--- config.mk ---
export PLATFORM = sky130hd
export DESIGN_NAME = sar_seq
export DESIGN_NICKNAME = d
export VERILOG_FILES = /design/src/rtl/sar_seq_pkg.sv /design/src/rtl/sar_sck_engine.sv /design/src/rtl/sar_frame_ctl.sv /design/src/rtl/sar_tag_pipe.sv /design/src/rtl/sar_seq.sv
export SDC_FILE = /design/constraint.sdc
export NUM_CORES = 1
export LEC_CHECK = 0
export CORE_MARGIN = 2
export CORE_UTILIZATION = 40
export CTS_BUF_LIST = sky130_fd_sc_hd__clkbuf_4 sky130_fd_sc_hd__clkbuf_8
export DETAILED_ROUTE_END_ITERATION = 8
export GPL_ROUTABILITY_DRIVEN = 0
export HOLD_SLACK_MARGIN = 0.1
export RECOVER_POWER = 100
export SLEW_MARGIN = 0
export SYNTH_ARGS = -nofsm -noshare
export SYNTH_HDL_FRONTEND = slang
export SYNTH_SLANG_ARGS = --single-unit
--- constraint.sdc ---
create_clock -name clk -period 2.6 [get_ports clk]
set_input_delay 0.26 -clock clk [delete_from_list [all_inputs] [get_ports clk]]
set_output_delay 0.26 -clock clk [all_outputs]
set_load 0.03 [all_outputs]
--- src/rtl/sar_seq_pkg.sv ---
package sar_seq_pkg;
  typedef enum logic [1:0] {XM_DURING = 2'd0, XM_AFTER = 2'd1, XM_SPLIT = 2'd2, XM_AFTER2 = 2'd3} xfer_mode_e;
  typedef enum logic [1:0] {ST_IDLE, ST_CONV, ST_ACQ} seq_state_e;
  localparam int WORD_W = 16;
  localparam int SHIFT_W = WORD_W + 1;
  localparam int CHAN_LSB = 9;
  localparam int CHAN_W = 2;
endpackage

--- src/rtl/sar_sck_engine.sv ---
module sar_sck_engine #(
  parameter int SCK_DIV = 2,
  parameter int SW = 17,
  parameter int CW = 5
) (
  input  logic          clk,
  input  logic          rst,
  input  logic          start,
  input  logic          load,
  input  logic [SW-1:0] word,
  input  logic [CW-1:0] nbits,
  input  logic          sdi,
  output logic          active,
  output logic          done,
  output logic          sck,
  output logic          sdo,
  output logic [SW-1:0] rx
);
  localparam int DVW = (SCK_DIV > 1) ? $clog2(SCK_DIV) : 1;

  logic [SW-1:0]  tx_q;
  logic [SW-1:0]  rx_q;
  logic [CW-1:0]  cnt_q;
  logic [DVW-1:0] div_q;
  logic           sck_q;
  logic           act_q;
  logic           div_end;

  assign div_end = (div_q == DVW'(SCK_DIV - 1));
  assign done    = act_q && div_end && sck_q && (cnt_q == CW'(1));
  assign active  = act_q;
  assign sck     = sck_q;
  assign sdo     = tx_q[SW-1];
  assign rx      = rx_q;

  always_ff @(posedge clk) begin
    if (rst) begin
      tx_q  <= '0;
      rx_q  <= '0;
      cnt_q <= '0;
      div_q <= '0;
      sck_q <= 1'b0;
      act_q <= 1'b0;
    end else if (start) begin
      act_q <= 1'b1;
      cnt_q <= nbits;
      div_q <= '0;
      sck_q <= 1'b0;
      if (load) tx_q <= word;
    end else if (act_q) begin
      if (div_end) begin
        div_q <= '0;
        sck_q <= !sck_q;
        if (!sck_q) begin
          rx_q <= {rx_q[SW-2:0], sdi};
        end else begin
          tx_q  <= {tx_q[SW-2:0], 1'b0};
          cnt_q <= cnt_q - CW'(1);
          if (cnt_q == CW'(1)) act_q <= 1'b0;
        end
      end else begin
        div_q <= div_q + DVW'(1);
      end
    end
  end


  sck_idle_chk: assert property (@(posedge clk) disable iff (rst) !act_q |-> !sck_q);

  start_idle_chk: assert property (@(posedge clk) disable iff (rst) start |-> !act_q);

  done_low_chk: assert property (@(posedge clk) disable iff (rst) done |=> (!sck_q && !act_q));
endmodule

--- src/rtl/sar_frame_ctl.sv ---
module sar_frame_ctl
  import sar_seq_pkg::*;
#(
  parameter int CONV_CYC = 40,
  parameter int ACQ_CYC = 20,
  parameter int CW = 5
) (
  input  logic               clk,
  input  logic               rst,
  input  logic               cfg_valid,
  input  logic [1:0]         mode_in,
  input  logic               busy_in,
  input  logic [WORD_W-1:0]  cfg_in,
  input  logic               eng_active,
  input  logic               eng_done,
  output logic               cfg_ready,
  output logic               cnv,
  output logic               eng_start,
  output logic               eng_load,
  output logic [CW-1:0]      eng_nbits,
  output logic [SHIFT_W-1:0] eng_word,
  output logic               xfer_done,
  output logic [CHAN_W-1:0]  chan
);
  localparam int TMAX = (CONV_CYC > ACQ_CYC) ? CONV_CYC : ACQ_CYC;
  localparam int TW = $clog2(TMAX + 1);
  localparam int HALF = WORD_W / 2;

  seq_state_e        state_q;
  xfer_mode_e        mode_q;
  xfer_mode_e        mode_new;
  logic              busy_q;
  logic [WORD_W-1:0] cfg_q;
  logic [TW-1:0]     timer_q;
  logic              accept;
  logic              conv_end;
  logic              acq_end;

  function automatic logic is_after(input xfer_mode_e m);
    return (m == XM_AFTER) || (m == XM_AFTER2);
  endfunction

  function automatic logic [SHIFT_W-1:0] frame_word(input logic [WORD_W-1:0] w, input logic b);
    return b ? {1'b0, w} : {w, 1'b0};
  endfunction

  assign mode_new  = xfer_mode_e'(mode_in);
  assign cfg_ready = (state_q == ST_IDLE);
  assign accept    = cfg_ready && cfg_valid;
  assign conv_end  = (state_q == ST_CONV) && (timer_q >= TW'(CONV_CYC - 1)) && !eng_active;
  assign acq_end   = (state_q == ST_ACQ) && (timer_q >= TW'(ACQ_CYC - 1)) && !eng_active;
  assign cnv       = (state_q == ST_CONV) && (!busy_q || timer_q == '0);
  assign chan      = cfg_q[CHAN_LSB +: CHAN_W];
  assign xfer_done = eng_done && ((mode_q != XM_SPLIT) || (state_q == ST_ACQ));

  always_comb begin
    eng_start = 1'b0;
    eng_load  = 1'b0;
    eng_nbits = '0;
    eng_word  = frame_word(cfg_q, busy_q);
    if (accept) begin
      eng_word  = frame_word(cfg_in, busy_in);
      eng_start = !is_after(mode_new);
      eng_load  = 1'b1;
      eng_nbits = (mode_new == XM_SPLIT) ? CW'(HALF) + CW'(busy_in) : CW'(WORD_W) + CW'(busy_in);
    end else if (conv_end && mode_q != XM_DURING) begin
      eng_start = 1'b1;
      eng_load  = is_after(mode_q);
      eng_nbits = is_after(mode_q) ? CW'(WORD_W) + CW'(busy_q) : CW'(HALF);
    end
  end

  always_ff @(posedge clk) begin
    if (rst) begin
      state_q <= ST_IDLE;
      mode_q  <= XM_DURING;
      busy_q  <= 1'b0;
      cfg_q   <= '0;
      timer_q <= '0;
    end else begin
      case (state_q)
        ST_IDLE: if (accept) begin
          state_q <= ST_CONV;
          mode_q  <= mode_new;
          busy_q  <= busy_in;
          cfg_q   <= cfg_in;
          timer_q <= '0;
        end
        ST_CONV: if (conv_end) begin
          state_q <= ST_ACQ;
          timer_q <= '0;
        end else if (timer_q < TW'(TMAX)) begin
          timer_q <= timer_q + TW'(1);
        end
        ST_ACQ: if (acq_end) begin
          state_q <= ST_IDLE;
        end else if (timer_q < TW'(TMAX)) begin
          timer_q <= timer_q + TW'(1);
        end
        default: state_q <= ST_IDLE;
      endcase
    end
  end


  after_quiet_chk: assert property (@(posedge clk) disable iff (rst)
    (is_after(mode_q) && cnv) |-> !eng_active);

  during_place_chk: assert property (@(posedge clk) disable iff (rst)
    (mode_q == XM_DURING && eng_active) |-> (state_q == ST_CONV));

  ready_drop_chk: assert property (@(posedge clk) disable iff (rst) accept |=> !cfg_ready);

  busy_pulse_chk: assert property (@(posedge clk) disable iff (rst) (cnv && busy_q) |=> !cnv);
endmodule

--- src/rtl/sar_tag_pipe.sv ---
module sar_tag_pipe #(
  parameter int DW = 16,
  parameter int CHW = 2,
  parameter int DROP = 2
) (
  input  logic           clk,
  input  logic           rst,
  input  logic           done,
  input  logic [CHW-1:0] chan_in,
  input  logic [DW-1:0]  data_in,
  output logic           res_valid,
  output logic [DW-1:0]  res_data,
  output logic [CHW-1:0] res_chan
);
  localparam int DRW = $clog2(DROP + 1);

  logic [CHW-1:0] tag0_q;
  logic [CHW-1:0] tag1_q;
  logic [DRW-1:0] drop_q;

  always_ff @(posedge clk) begin
    if (rst) begin
      tag0_q    <= '0;
      tag1_q    <= '0;
      drop_q    <= DRW'(DROP);
      res_valid <= 1'b0;
      res_data  <= '0;
      res_chan  <= '0;
    end else if (done) begin
      tag0_q    <= chan_in;
      tag1_q    <= tag0_q;
      res_chan  <= tag1_q;
      res_data  <= data_in;
      res_valid <= (drop_q == '0);
      if (drop_q != '0) drop_q <= drop_q - DRW'(1);
    end else begin
      res_valid <= 1'b0;
    end
  end


  drop_block_chk: assert property (@(posedge clk) disable iff (rst) (drop_q != '0) |=> !res_valid);

  strobe_once_chk: assert property (@(posedge clk) disable iff (rst) res_valid |=> !res_valid);

  tag_src_chk: assert property (@(posedge clk) disable iff (rst) res_valid |-> $past(done));
endmodule

--- src/rtl/sar_seq.sv ---
module sar_seq
  import sar_seq_pkg::*;
#(
  parameter int CONV_CYC = 40,
  parameter int ACQ_CYC = 20,
  parameter int SCK_DIV = 2
) (
  input  logic              clk,
  input  logic              rst,
  input  logic [1:0]        mode,
  input  logic              busy_en,
  input  logic [WORD_W-1:0] cfg_data,
  input  logic              cfg_valid,
  output logic              cfg_ready,
  output logic [WORD_W-1:0] res_data,
  output logic [CHAN_W-1:0] res_chan,
  output logic              res_valid,
  output logic              adc_cnv,
  output logic              adc_sck,
  output logic              adc_sdo,
  input  logic              adc_sdi
);
  localparam int CW = $clog2(SHIFT_W + 1);

  logic               eng_start;
  logic               eng_load;
  logic [CW-1:0]      eng_nbits;
  logic [SHIFT_W-1:0] eng_word;
  logic               eng_active;
  logic               eng_done;
  logic [SHIFT_W-1:0] eng_rx;
  logic               xfer_done;
  logic [CHAN_W-1:0]  cur_chan;

  sar_frame_ctl #(.CONV_CYC(CONV_CYC), .ACQ_CYC(ACQ_CYC), .CW(CW)) u_ctl (
    .clk(clk), .rst(rst), .cfg_valid(cfg_valid), .mode_in(mode), .busy_in(busy_en),
    .cfg_in(cfg_data), .eng_active(eng_active), .eng_done(eng_done),
    .cfg_ready(cfg_ready), .cnv(adc_cnv), .eng_start(eng_start), .eng_load(eng_load),
    .eng_nbits(eng_nbits), .eng_word(eng_word), .xfer_done(xfer_done), .chan(cur_chan)
  );

  sar_sck_engine #(.SCK_DIV(SCK_DIV), .SW(SHIFT_W), .CW(CW)) u_eng (
    .clk(clk), .rst(rst), .start(eng_start), .load(eng_load), .word(eng_word),
    .nbits(eng_nbits), .sdi(adc_sdi), .active(eng_active), .done(eng_done),
    .sck(adc_sck), .sdo(adc_sdo), .rx(eng_rx)
  );

  sar_tag_pipe #(.DW(WORD_W), .CHW(CHAN_W), .DROP(2)) u_tag (
    .clk(clk), .rst(rst), .done(xfer_done), .chan_in(cur_chan),
    .data_in(eng_rx[WORD_W-1:0]), .res_valid(res_valid), .res_data(res_data),
    .res_chan(res_chan)
  );
endmodule

* Word-level counts from Yosys, hierarchy flattened
Index checks and enable logic that the tools add are counted.
** Storage, ports and cells
- Output and inout bits :: 23
- Bits of input ports :: 23
- Word-level logic and storage cells :: 117
- Register bits :: 93
** Cells by class
- Bitwise operators :: 3
- Mux-type cells :: 35
- Equality and inequality tests :: 14
- $add $sub $neg :: 7
- Magnitude comparators :: 3
- Reduce and logical (&&, ||, !) cells :: 38
** Operators by type and width (count)
- $mux 17 :: 8
- $mux 5 :: 8
- $mux 6 :: 4
- $pmux 6 s3 :: 1
- $logic_and 1x1->1 :: 11
- $add 5x1->5 const A :: 2
- $mux 1 :: 10
- $reduce_bool 2->1 :: 5
- $reduce_and 3->1 :: 3
- $eq 2x2->1 const B :: 4
- $reduce_and 4->1 :: 2
- $add 6x1->6 const B :: 1
- $eq 2x1->1 const B :: 3
- $ge 6x5->1 const B :: 1
- $ge 6x6->1 const B :: 1
- $logic_not 6->1 :: 1
- $lt 6x6->1 const B :: 1
- $mux 2 :: 3
- $ne 2x1->1 const B :: 3
- $ne 2x2->1 const B :: 3
- $pmux 2 s3 :: 1
- $reduce_and 2->1 :: 3
- $add 4x1->5 const A :: 1
- $eq 5x1->1 const B :: 1
- 9 further kinds :: 19

* Logic depth before layout (Yosys ltp)
Gate-level depths: netlist (run 1).
- Word-level depth :: 8
- Mapped depth :: 10
- Mapped depth without buffers :: 7

* Hierarchy
A second synthesis (run 1) with hierarchy kept.
** Second synthesis, totals
- Cells, all modules :: 553
- Area, all modules :: 4775.8 µm²
** Modules (own cells, without submodules)
- sar_frame_ctl :: area an instance 1954.4 µm², seq. area each 540.5 µm², cells an instance 258, instances 1
- sar_sck_engine :: area an instance 1888.1 µm², seq. area each 840.8 µm², cells an instance 208, instances 1
- sar_tag_pipe :: area an instance 933.4 µm², seq. area each 500.5 µm², cells an instance 87, instances 1

* Worst setup path before layout (run 1)
No wires, ideal clock.
- Kind :: register to register
- Start :: register u_ctl.state_q[0]
- End :: register u_eng.tx_q[10]
- Buffers on the path :: 3
- Required time :: 2.526 ns
- Setup time :: 0.074 ns
- Path slack :: 0.595 ns
- Stages on the path, launching flop included :: 11
- Period minus slack after synthesis :: 2.005 ns
- Data arrival time :: 1.930 ns
- Cells stage by stage :: dfxtp_1 inv_1 ha_1 and2_1 buf_2 nor2_2 a31o_4 buf_8 buf_12 nand3_2 a31oi_1
** On the way
- Elaborated cells between the ends (all ways) :: 18
- Classes of those cells :: eq/ne: 2; mux: 7; reduce/logical: 9
** RTL lines
- start: declaration :: RTL line sar_frame_ctl.sv:29 : seq_state_e state_q;
- start signal: assignment :: RTL line sar_frame_ctl.sv:75 : state_q <= ST_IDLE;
- start signal: assignment :: RTL line sar_frame_ctl.sv:83 : state_q <= ST_CONV;
- start signal: assignment :: RTL line sar_frame_ctl.sv:90 : state_q <= ST_ACQ;
- $logic_not 2->1 * :: RTL line sar_frame_ctl.sv:48 : assign cfg_ready = (state_q == ST_IDLE);
- via cfg_ready :: RTL line sar_seq.sv:14 : output logic cfg_ready,
- $logic_and 1x1->1 * :: RTL line sar_frame_ctl.sv:49 : assign accept = cfg_ready && cfg_valid;
- $mux 1 or $mux 17 (tied branches) :: RTL line sar_frame_ctl.sv:61 : if (accept) begin
- $ne 2x1->1 (no source line) (tied with other cells)
- $reduce_and 4->1 (no source line) or $mux 17 (tied branches)
- end signal: assignment :: RTL line sar_sck_engine.sv:49 : if (load) tx_q <= word;
- end signal: assignment :: RTL line sar_sck_engine.sv:57 : tx_q <= {tx_q[SW-2:0], 1'b0};
- end: declaration :: RTL line sar_sck_engine.sv:21 : logic [SW-1:0] tx_q;
The timed path passes the listed nets; every way through them passes the cells marked *. The select of a mux whose other input is x is not followed.
A chain may end at the register's enable or synchronous reset.

* Worst setup path in the final report (run 1)
- Start :: register u_ctl.state_q[1]
- End :: output adc_cnv
** On the way
- Word-level cells in the longest chain between the ends :: 2
** RTL lines
- $eq 2x1->1 :: RTL line sar_frame_ctl.sv:52 : assign cnv = (state_q == ST_CONV) && (!busy_q || timer_q == '0);
- $logic_and 1x1->1 :: RTL line sar_frame_ctl.sv:52
- end: declaration :: RTL line sar_seq.sv:18 : output logic adc_cnv,
Every way passes these cells.

==> results of run 1 <==
-- registers in the layout (all words and copies together), names as in the netlist, 2 cells and up --
register and flops:
u_ctl.cfg_q 16, u_ctl.state_q 2, u_tag.res_data 16, u_tag.tag0_q 2
u_ctl.mode_q 2, u_tag.tag1_q 2, u_ctl.timer_q 6, u_eng.rx 16
u_eng.tx_q 17, u_tag.res_chan 2, u_eng.cnt_q 5, u_tag.drop_q 2
-- worst max-delay path: cells and delay by family, from the launching register on --
kind / cells / cell delay (ns)
buf+inv: 2 / 0.88
flops: 1 / 0.35
fa+ha+maj: 1 / 0.33
compound gates: 1 / 0.25
-- path summary, 6_finish.rpt --
| check | start | endpoint | slack (ns) | cells past startpoint |
|---|---|---|---|---|
| worst max-delay path | u_ctl.state_q[1] | adc_cnv | 0.17 | 4 |
| worst min-delay path | u_eng.tx_q[4] | u_eng.tx_q[5] | 0.47 | 2 |
| worst max register to register | u_ctl.state_q[1] | u_eng.tx_q[4] | 0.34 | 7 |
| worst min register to register | u_eng.tx_q[4] | u_eng.tx_q[5] | 0.47 | 2 |
-- cells in the mapped netlist, types with 11 or more instances --
| master | count | area (sq um) |
|---|---|---|
| inv_1 | 14 | 52.55 |
| clkbuf_1 | 18 | 67.56 |
| nand2_1 | 123 | 461.7 |
| dfxtp_1 | 93 | 1862 |
| ha_1 | 11 | 137.6 |
| a21oi_1 | 41 | 205.2 |
| nand3_1 | 17 | 85.08 |
| mux2i_1 | 54 | 540.5 |
| a31oi_1 | 18 | 112.6 |
| buf_2 | 11 | 55.05 |
| nor2_1 | 34 | 127.6 |
| o21ai_0 | 20 | 100.1 |
-- power groups by stage --
| stage | sequential [mW] | clock (mW) | combinational (mW) |
|---|---|---|---|
| final | 1.65 | 1.02 | 0.956 |
| after global routing | 1.67 | 1.10 | 1.07 |
| after CTS | 1.65 | 1.05 | 0.986 |
| after detailed placement | 1.68 | 0 | 0.980 |
| after global placement | 1.68 | 0 | 0.961 |
| after floorplan | 1.65 | 0 | 0.772 |
-- cell families (layout without fill, tap and decap cells) --
group                    count (synthesis)  in the layout  synth area share
AO/OA/AOI/OAI                          111            111            0.1672
XOR/XNOR                                 5              5          0.009721
adder cells (fa/ha/maj)                 11             11           0.03055
buffers and inverters                   52             83           0.05498
flip-flops                              93             93            0.4132
multiplexers                            54             54            0.1200
AND/OR/NAND/NOR                        209            209            0.2044
-- cells in the final DEF (no fill, tap or decap), types with 6 or more instances in the layout --
cell               n
a21oi_1           41
inv_1             14
nand3_1           21
dfxtp_1           93
nor3_1             7
nand2_1          123
ha_1              10
nor2_1            34
o21ai_0           20
buf_4              6
mux2i_1           54
clkbuf_8          10
dlygate4sd3_1     23
clkdlybuf4s50_1   21
a31oi_1           18
-- metrics by stage --
stage	worst slack [ns]	power, mW	cells	hold WS (ns)
finish	0.1651	3.624	706	0.4680
global route	0.05985	3.836	706	0.4663
CTS	0.06110	3.685	706	0.4551
detailed placement	0.3791	2.664	690	0.4610
global placement	0.4805	2.639	690	0.4522
floorplan	0.5954	2.425	535	0.3960
-- repair_timing --
action	in CTS	in global routing
setup endpoints to repair	0	1
resized for setup	0	1
hold buffers	0	0
-- cell type report --
cell class,count,area (sq um),area share
inverters,14,52.55,0.01020
clock inverters,6,71.32,0.01385
clock buffers,10,137.6,0.02672
multi-input cells,390,2352,0.4566
repair buffers,53,500.5,0.09716
flip-flops and latches,93,1862,0.3614
well taps,140,175.2,0.03401
-- per-layer routing --
layer	up-vias	GRT usage
met5	-	0
met4	0	0.06696
li1	1897	-
met1	1749	0.2382
met2	64	0.2734
met3	16	0.02646
==> results.json, run 1 <==
{
  "status": "finished, final reports clean",
  "arrival_ns": 2.17,
  "fillers": 1108,
  "post_cts_buffers": 0,
  "htreeDepth": 3,
  "clkPwrFrac": 0.281,
  "setup_tns_ns": 0,
  "drt-initial-drc-count": 179,
  "clock_skew_ns": 0.01616,
  "synth_warnings": 0,
  "synth_fp_nets": 569,
  "grt_start_max_net_pins": 77,
  "slew_violations": 0,
  "worst_pin_slew_ns": 0.9156,
  "clock_latency_ns": 0.37,
  "port_buffers": 45,
  "place_area_sq_um": 4991,
  "post-route-drc-count": 0,
  "synth_ff_type": "dfxtp_1",
  "die_area_sq_um": 12130,
  "leakage_nw": 2.101,
  "ys_types": 55,
  "slowest_stage": "dlygate4sd3_1",
  "setup_viol": 0,
  "netlist_instances": 535,
  "ir_worst_vdd_mv": 0.2415,
  "max_stage_delay_ns": 0.77,
  "gr-total-overflow": 0,
  "wl_met3_um": 302,
  "num_rows": 38,
  "die_h_um": 110.1,
  "drtAntennaViolNets": 0,
  "async_reset_ff_frac": 0,
  "syn2layout_area_growth_pct": 14.33,
  "cts_root_buf": "clkbuf_8",
  "hold_class": "flop to flop",
  "final_nets": 595,
  "syn_area_sq_um": 4506,
  "slew_headroom": 0.3738,
  "swShare": 0.3438,
  "vias_per_cell": 5.278,
  "finalHoldViolCount": 0,
  "cts.path.max_buffers": 2,
  "startpoint_type": "flop",
  "switchingPower_mw": 1.246,
  "cts_made_buffers": 9,
  "clock-sinks": 93,
  "worstSetupPathType": "flop to output port",
  "drt-total-wl_um": 10120,
  "start_util": 0.4120,
  "syn_avg_cell_area_sq_um": 8.422,
  "core_area_sq_um": 10940,
  "crit_fanout": 11,
  "synth_edf_count": 0,
  "wl_per_cell_um": 14.33,
  "p_int_mw": 2.378,
  "final_util": 0.4711,
  "grt.total_usage": 0.1732,
  "crit_chain": "inv_1, ha_2, a21boi_0, dlygate4sd3_1",
  "combPwrFrac": 0.264,
  "final_cell_area_sq_um": 5151,
  "antenna_found_initial": 0,
  "cp-end-kind": "output port",
  "yosysSeqAreaShare": 0.4132,
  "cts_tree": "yes",
  "grt_pass1_wl_um": 16660,
  "io_pins": 46,
  "diodes": 0,
  "grt_pass1_vias": 3503,
  "drive_gt1_frac": 0.06890,
  "vias": 3726,
  "p_per_area_nw_per_um2": 703.5,
  "maxCapViolCount": 0,
  "drtPass1Iterations": 4,
  "seqPwrFrac": 0.456,
  "highest_layer": "met4",
  "clk_pin_slew_ns": 0.10,
  "required_ns": 2.34,
  "yosys_register_bits": 93,
  "min_period_ns": 2.435,
  "die_x_um": 110.1,
  "rsz0062_at_grt": "false",
  "wl_met2_um": 4586,
  "dp_hpwl_um": 6584,
  "max_freq_mhz": 410.7,
  "wl_met1_um": 5045,
  "fin_crit_sh": 0.9365
}
No activity file was read; power rests on OpenSTA's default activity.
==> run 2, diff against run 1 <==
--- a/config.mk
+++ b/config.mk
@@ -8,11 +8,13 @@
 export CORE_MARGIN = 2
 export CORE_UTILIZATION = 40
 export CTS_BUF_LIST = sky130_fd_sc_hd__clkbuf_4 sky130_fd_sc_hd__clkbuf_8
+export CTS_CLUSTER_DIAMETER = 50
 export DETAILED_ROUTE_END_ITERATION = 8
+export DONT_BUFFER_PORTS = 1
 export GPL_ROUTABILITY_DRIVEN = 0
 export HOLD_SLACK_MARGIN = 0.1
 export RECOVER_POWER = 100
-export SLEW_MARGIN = 0
+export SLEW_MARGIN = 25
 export SYNTH_ARGS = -nofsm -noshare
 export SYNTH_HDL_FRONTEND = slang
 export SYNTH_SLANG_ARGS = --single-unit
==> results.json, run 2 (synthesis gave the netlist of run 1 again) <==
{
  "power_mw": 3.460,
  "ir_worst_vdd_mv": 0.3507,
  "htreeDepth": 3,
  "clock_latency_ns": 0.37,
  "crit-reg2reg-launch": "u_ctl.timer_q[0]",
  "final_nets": 572,
  "cts.path.max_buffers": 2,
  "hold_class": "input pin to flop",
  "dpl_worst_slack_ns": 0.5409,
  "start_util": 0.4120,
  "port_buffers": 0,
  "setup_slack_ns": 0.3848,
  "post_cts_buffers": 0,
  "status": "finished, final reports clean",
  "max_freq_mhz": 451.4,
  "holdPathEnd": "u_eng.cnt_q[3]",
  "clock_skew_ns": 0.007854,
  "post-route-drc-count": 0,
  "hp-start": "rst",
  "num_rows": 38,
  "reg2reg_to": "u_ctl.timer_q[0]",
  "slew_headroom": 0.3379,
  "layout_common_cells": "123 x nand2_1, 93 x dfxtp_1, 54 x mux2i_1",
  "clock-sinks": 93,
  "max_stage_delay_ns": 0.55,
  "setup_viol": 0,
  "worst_pin_slew_ns": 0.9681,
  "final_cell_area_sq_um": 4918,
  "largest_reg_flops": 17,
  "vias": 3665,
  "die_x_um": 110.1,
  "drtAntennaViolNets": 0,
  "worstSetupPathType": "flop to flop",
  "syn2layout_area_growth_pct": 9.164,
  "vias_per_cell": 5.374,
  "drt-total-wl_um": 10010,
  "cp_num_buf_inv": 0,
  "drt-initial-drc-count": 144,
  "layout_commonest_cell": "nand2_1",
  "dp.cells": 646,
  "startpoint_type": "flop",
  "cts_root_buf": "clkbuf_8",
  "rsz0062_at_grt": "false",
  "grt_start_max_net_pins": 76,
  "required_ns": 2.89,
  "die_h_um": 110.1,
  "largest-register": "u_eng.tx_q",
  "antenna_found_initial": 0,
  "slew_violations": 0,
  "crit_fanout": 5,
  "grt.total_usage": 0.1738,
  "drtPass1Iterations": 5,
  "place_area_sq_um": 4553,
  "fin_crit_sh": 0.8520,
  "grt_pass1_wl_um": 16650,
  "slowest_stage": "a211oi_1",
  "min_period_ns": 2.215,
  "setup_tns_ns": 0,
  "r2r_setup_slack_ns": 0.38,
  "io_pins": 46,
  "cts_tree": "yes",
  "arrival_ns": 2.51,
  "fin_cells": 682,
  "cts_made_buffers": 9,
  "drive_gt1_frac": 0.07196,
  "crit_chain": "ha_1, o41ai_1, nand2b_1, a211oi_1, nand3_1, o31ai_2",
  "hold_depth": 2,
  "diodes": 0,
  "grt_pass1_vias": 3491,
  "wl_per_cell_um": 14.68,
  "clk_pin_slew_ns": 0.10,
  "core_area_sq_um": 10940,
  "cp-end-kind": "flop",
  "die_area_sq_um": 12130,
  "reg2regPathDepth": 6,
  "critPathTopFamily": "compound AO/OA/AOI/OAI gates",
  "gr-total-overflow": 0,
  "leakage_nw": 1.944,
  "finalHoldViolCount": 0,
  "p_per_area_nw_per_um2": 703.4,
  "dp_hpwl_um": 6320,
  "maxCapViolCount": 0
}
run 2: cell types whose count changed in the layout (fill, tap and decap cells not counted), moves of 3 or more:
cell             delta
clkbuf_1            +3
clkdlybuf4s50_1    -21
dlygate4sd3_1       -3
nand3_1             -4
nand3_2             +4
run 2: per-layer routing:
metal | wire length (um) | vias up | track usage
met1 | 4571 | 1722 | 0.2293
met5 | 0 | - | 0
met2 | 4763 | 85 | 0.2686
met4 | 80 | 0 | 0.07321
li1 | - | 1850 | -
met3 | 597 | 8 | 0.04586
run 2: final cells by class:
type | count | area [sq um]
fill | 1085 | 6017
multi-input combinational | 390 | 2379
sequential | 93 | 1862
timing repair buffer | 30 | 279.0
tap | 140 | 175.2
clock buffer | 9 | 123.9
inverter | 14 | 52.55
clock inverter | 6 | 47.55
run 2: worst reg2reg max path: stages (launching register included):
cell	delay (ns)
dfxtp_1	0.37
ha_1	0.29
o41ai_1	0.32
nand2b_1	0.13
a211oi_1	0.55
nand3_1	0.26
o31ai_2	0.22
run 2: worst max path at each step:
stage	end	slack [ns]	start	depth (start not counted)
after floorplan	u_eng.tx_q[10]	0.60	u_ctl.state_q[0]	10
after global placement	u_eng.rx[0]	0.65	u_ctl.state_q[1]	7
after detailed placement	u_eng.tx_q[9]	0.54	u_ctl.state_q[0]	7
after CTS	u_eng.tx_q[9]	0.52	u_ctl.state_q[0]	7
after global routing	u_eng.tx_q[13]	0.15	u_ctl.state_q[0]	7
final	u_ctl.timer_q[0]	0.38	u_ctl.timer_q[0]	6
run 2: repair_timing:
action,in CTS,in global routing
hold endpoints to repair,75,0
setup endpoints to repair,0,0
gates resized for setup,0,0
hold buffers,21,0
run 2: through the flow:
stage            util  hold slack, ns
4_1_cts        0.4529          0.1163
3_5_place_dp   0.4164          0.3479
6_report       0.4498          0.1421
3_3_place_gp   0.4164          0.3434
5_1_grt        0.4498          0.1459
2_1_floorplan       -          0.3960
run 2: report_power, final:
| part | total (mW) | leakage, nW | switching, mW | internal, mW |
|---|---|---|---|---|
| clock network | 0.899 | 0.0918 | 0.544 | 0.355 |
| registers | 1.65 | 0.755 | 0.100 | 1.55 |
| logic | 0.911 | 1.10 | 0.587 | 0.323 |
| total | 3.46 | 1.94 | 1.23 | 2.23 |
==> run 3, diff against run 2 <==
==> constraint.sdc (replaced) <==
create_clock -name clk -period 2.8 [get_ports clk]
set_input_delay 0.28 -clock clk [delete_from_list [all_inputs] [get_ports clk]]
set_output_delay 0.28 -clock clk [all_outputs]
set_load 0.03 [all_outputs]
==> results.json, run 3 (synthesis gave the netlist of run 1 again) <==
{
  "status": "finished, final reports clean",
  "io_pins": 46,
  "htreeDepth": 3,
  "critical_path.most_common_cell": "nand2_1",
  "post_cts_buffers": 0,
  "p_per_area_nw_per_um2": 681.8,
  "grt_pass1_wl_um": 16700,
  "die_h_um": 110.1,
  "die_area_sq_um": 12130,
  "hold_slack_ns": 0.1399,
  "cts_tree": "yes",
  "maxCapViolCount": 0,
  "clock-sinks": 93,
  "final_util": 0.4530,
  "worstSetupPathType": "flop to flop",
  "leakage_nw": 1.960,
  "start_util": 0.4120,
  "grt_pass1_vias": 3480,
  "slew_violations": 0,
  "grt.total_usage": 0.1751,
  "fin_crit_sh": 0.8236,
  "vias_per_cell": 5.361,
  "drt-total-wl_um": 10090,
  "power_mw": 3.377,
  "max_stage_delay_ns": 0.56,
  "setup_viol": 0,
  "rsz0062_at_grt": "false",
  "setup_tns_ns": 0,
  "largest-register": "u_eng.tx_q",
  "clock_skew_ns": 0.01480,
  "setup_slack_ns": 0.4939,
  "drive_gt1_frac": 0.06827,
  "crit_fanout": 16,
  "max_freq_mhz": 433.6,
  "fin_cells": 682,
  "slew_headroom": 0.3796,
  "largest_reg_flops": 17,
  "cts_made_buffers": 9,
  "drtAntennaViolNets": 0,
  "die_x_um": 110.1,
  "min_period_ns": 2.306,
  "drt-initial-drc-count": 267,
  "syn2layout_area_growth_pct": 9.942,
  "num_rows": 38,
  "clock_latency_ns": 0.38,
  "required_ns": 3.11,
  "dp.cells": 645,
  "vias": 3656,
  "crit_chain": "inv_1, ha_1, nand2_1, nor2_1, or3_1, nand2_1, a21oi_1",
  "cts_resized": 0,
  "grt_start_max_net_pins": 76,
  "wl_per_cell_um": 14.79,
  "finalHoldViolCount": 0,
  "slowest_stage": "or3_1",
  "final_cell_area_sq_um": 4954,
  "layout_common_cells": "123 x nand2_1, 93 x dfxtp_1, 54 x mux2i_1",
  "layout_commonest_cell": "nand2_1",
  "cts.path.max_buffers": 2,
  "startpoint_type": "flop",
  "hold_class": "input pin to flop",
  "place_area_sq_um": 4546,
  "post-route-drc-count": 0,
  "cp-end-kind": "flop",
  "gr-total-overflow": 0,
  "dp_hpwl_um": 6380,
  "final_nets": 571,
  "ir_worst_vdd_mv": 0.3197,
  "drtPass1Iterations": 4,
  "antenna_found_initial": 0,
  "port_buffers": 0,
  "cts_root_buf": "clkbuf_8",
  "diodes": 0,
  "worst_pin_slew_ns": 0.9072,
  "arrival_ns": 2.62,
  "dpl_worst_slack_ns": 0.6598,
  "core_area_sq_um": 10940,
  "clk_pin_slew_ns": 0.11
}
run 3: critical path, delay by kind of cell, from the launching register on:
| family | cells | cell delay [ns] |
|---|---|---|
| simple gates | 4 | 1.33 |
| flops | 1 | 0.36 |
| fa+ha+maj | 1 | 0.26 |
| compound gates | 1 | 0.16 |
| buf+inv | 1 | 0.12 |
run 3: final timing paths:
path	to	depth (start not counted)	slack (ns)	start
worst max-delay path	u_eng.rx[1]	7	0.49	u_ctl.state_q[1]
worst min-delay path	u_eng.cnt_q[3]	2	0.14	rst
worst max register to register	u_eng.rx[1]	7	0.49	u_ctl.state_q[1]
worst min register to register	u_eng.rx[15]	2	0.47	u_eng.rx[15]
run 3: timing repair:
item / CTS / global route
hold buffers: 21 / 0
hold endpoints to repair: 75 / 0
setup endpoints to repair: 0 / 0
run 3: report_power, final:
group / internal [mW] / total, mW / switching (mW)
Combinational: 0.297 / 0.841 / 0.544
Sequential: 1.44 / 1.53 / 0.0936
Clock: 0.444 / 1.00 / 0.559
Total: 2.18 / 3.38 / 1.20
run 3: area by class of cell:
class                   instances  area (sq um)
clock buffers                   9         123.9
clock inverters                 7         97.59
fillers                      1084          5982
inverters                      14         52.55
multi-input cells             390          2371
flip-flops and latches         93          1862
well taps                     140         175.2
repair buffers                 29         271.5
run 3: layer usage:
metal / routed length (um) / share of wire / track usage / vias up
li1: - / - / - / 1854
met1: 4806 / 0.48 / 0.2277 / 1723
met2: 4640 / 0.46 / 0.2774 / 60
met3: 450 / 0.045 / 0.04703 / 19
met4: 187 / 0.019 / 0.06696 / 0
met5: 0 / 0 / 0 / -
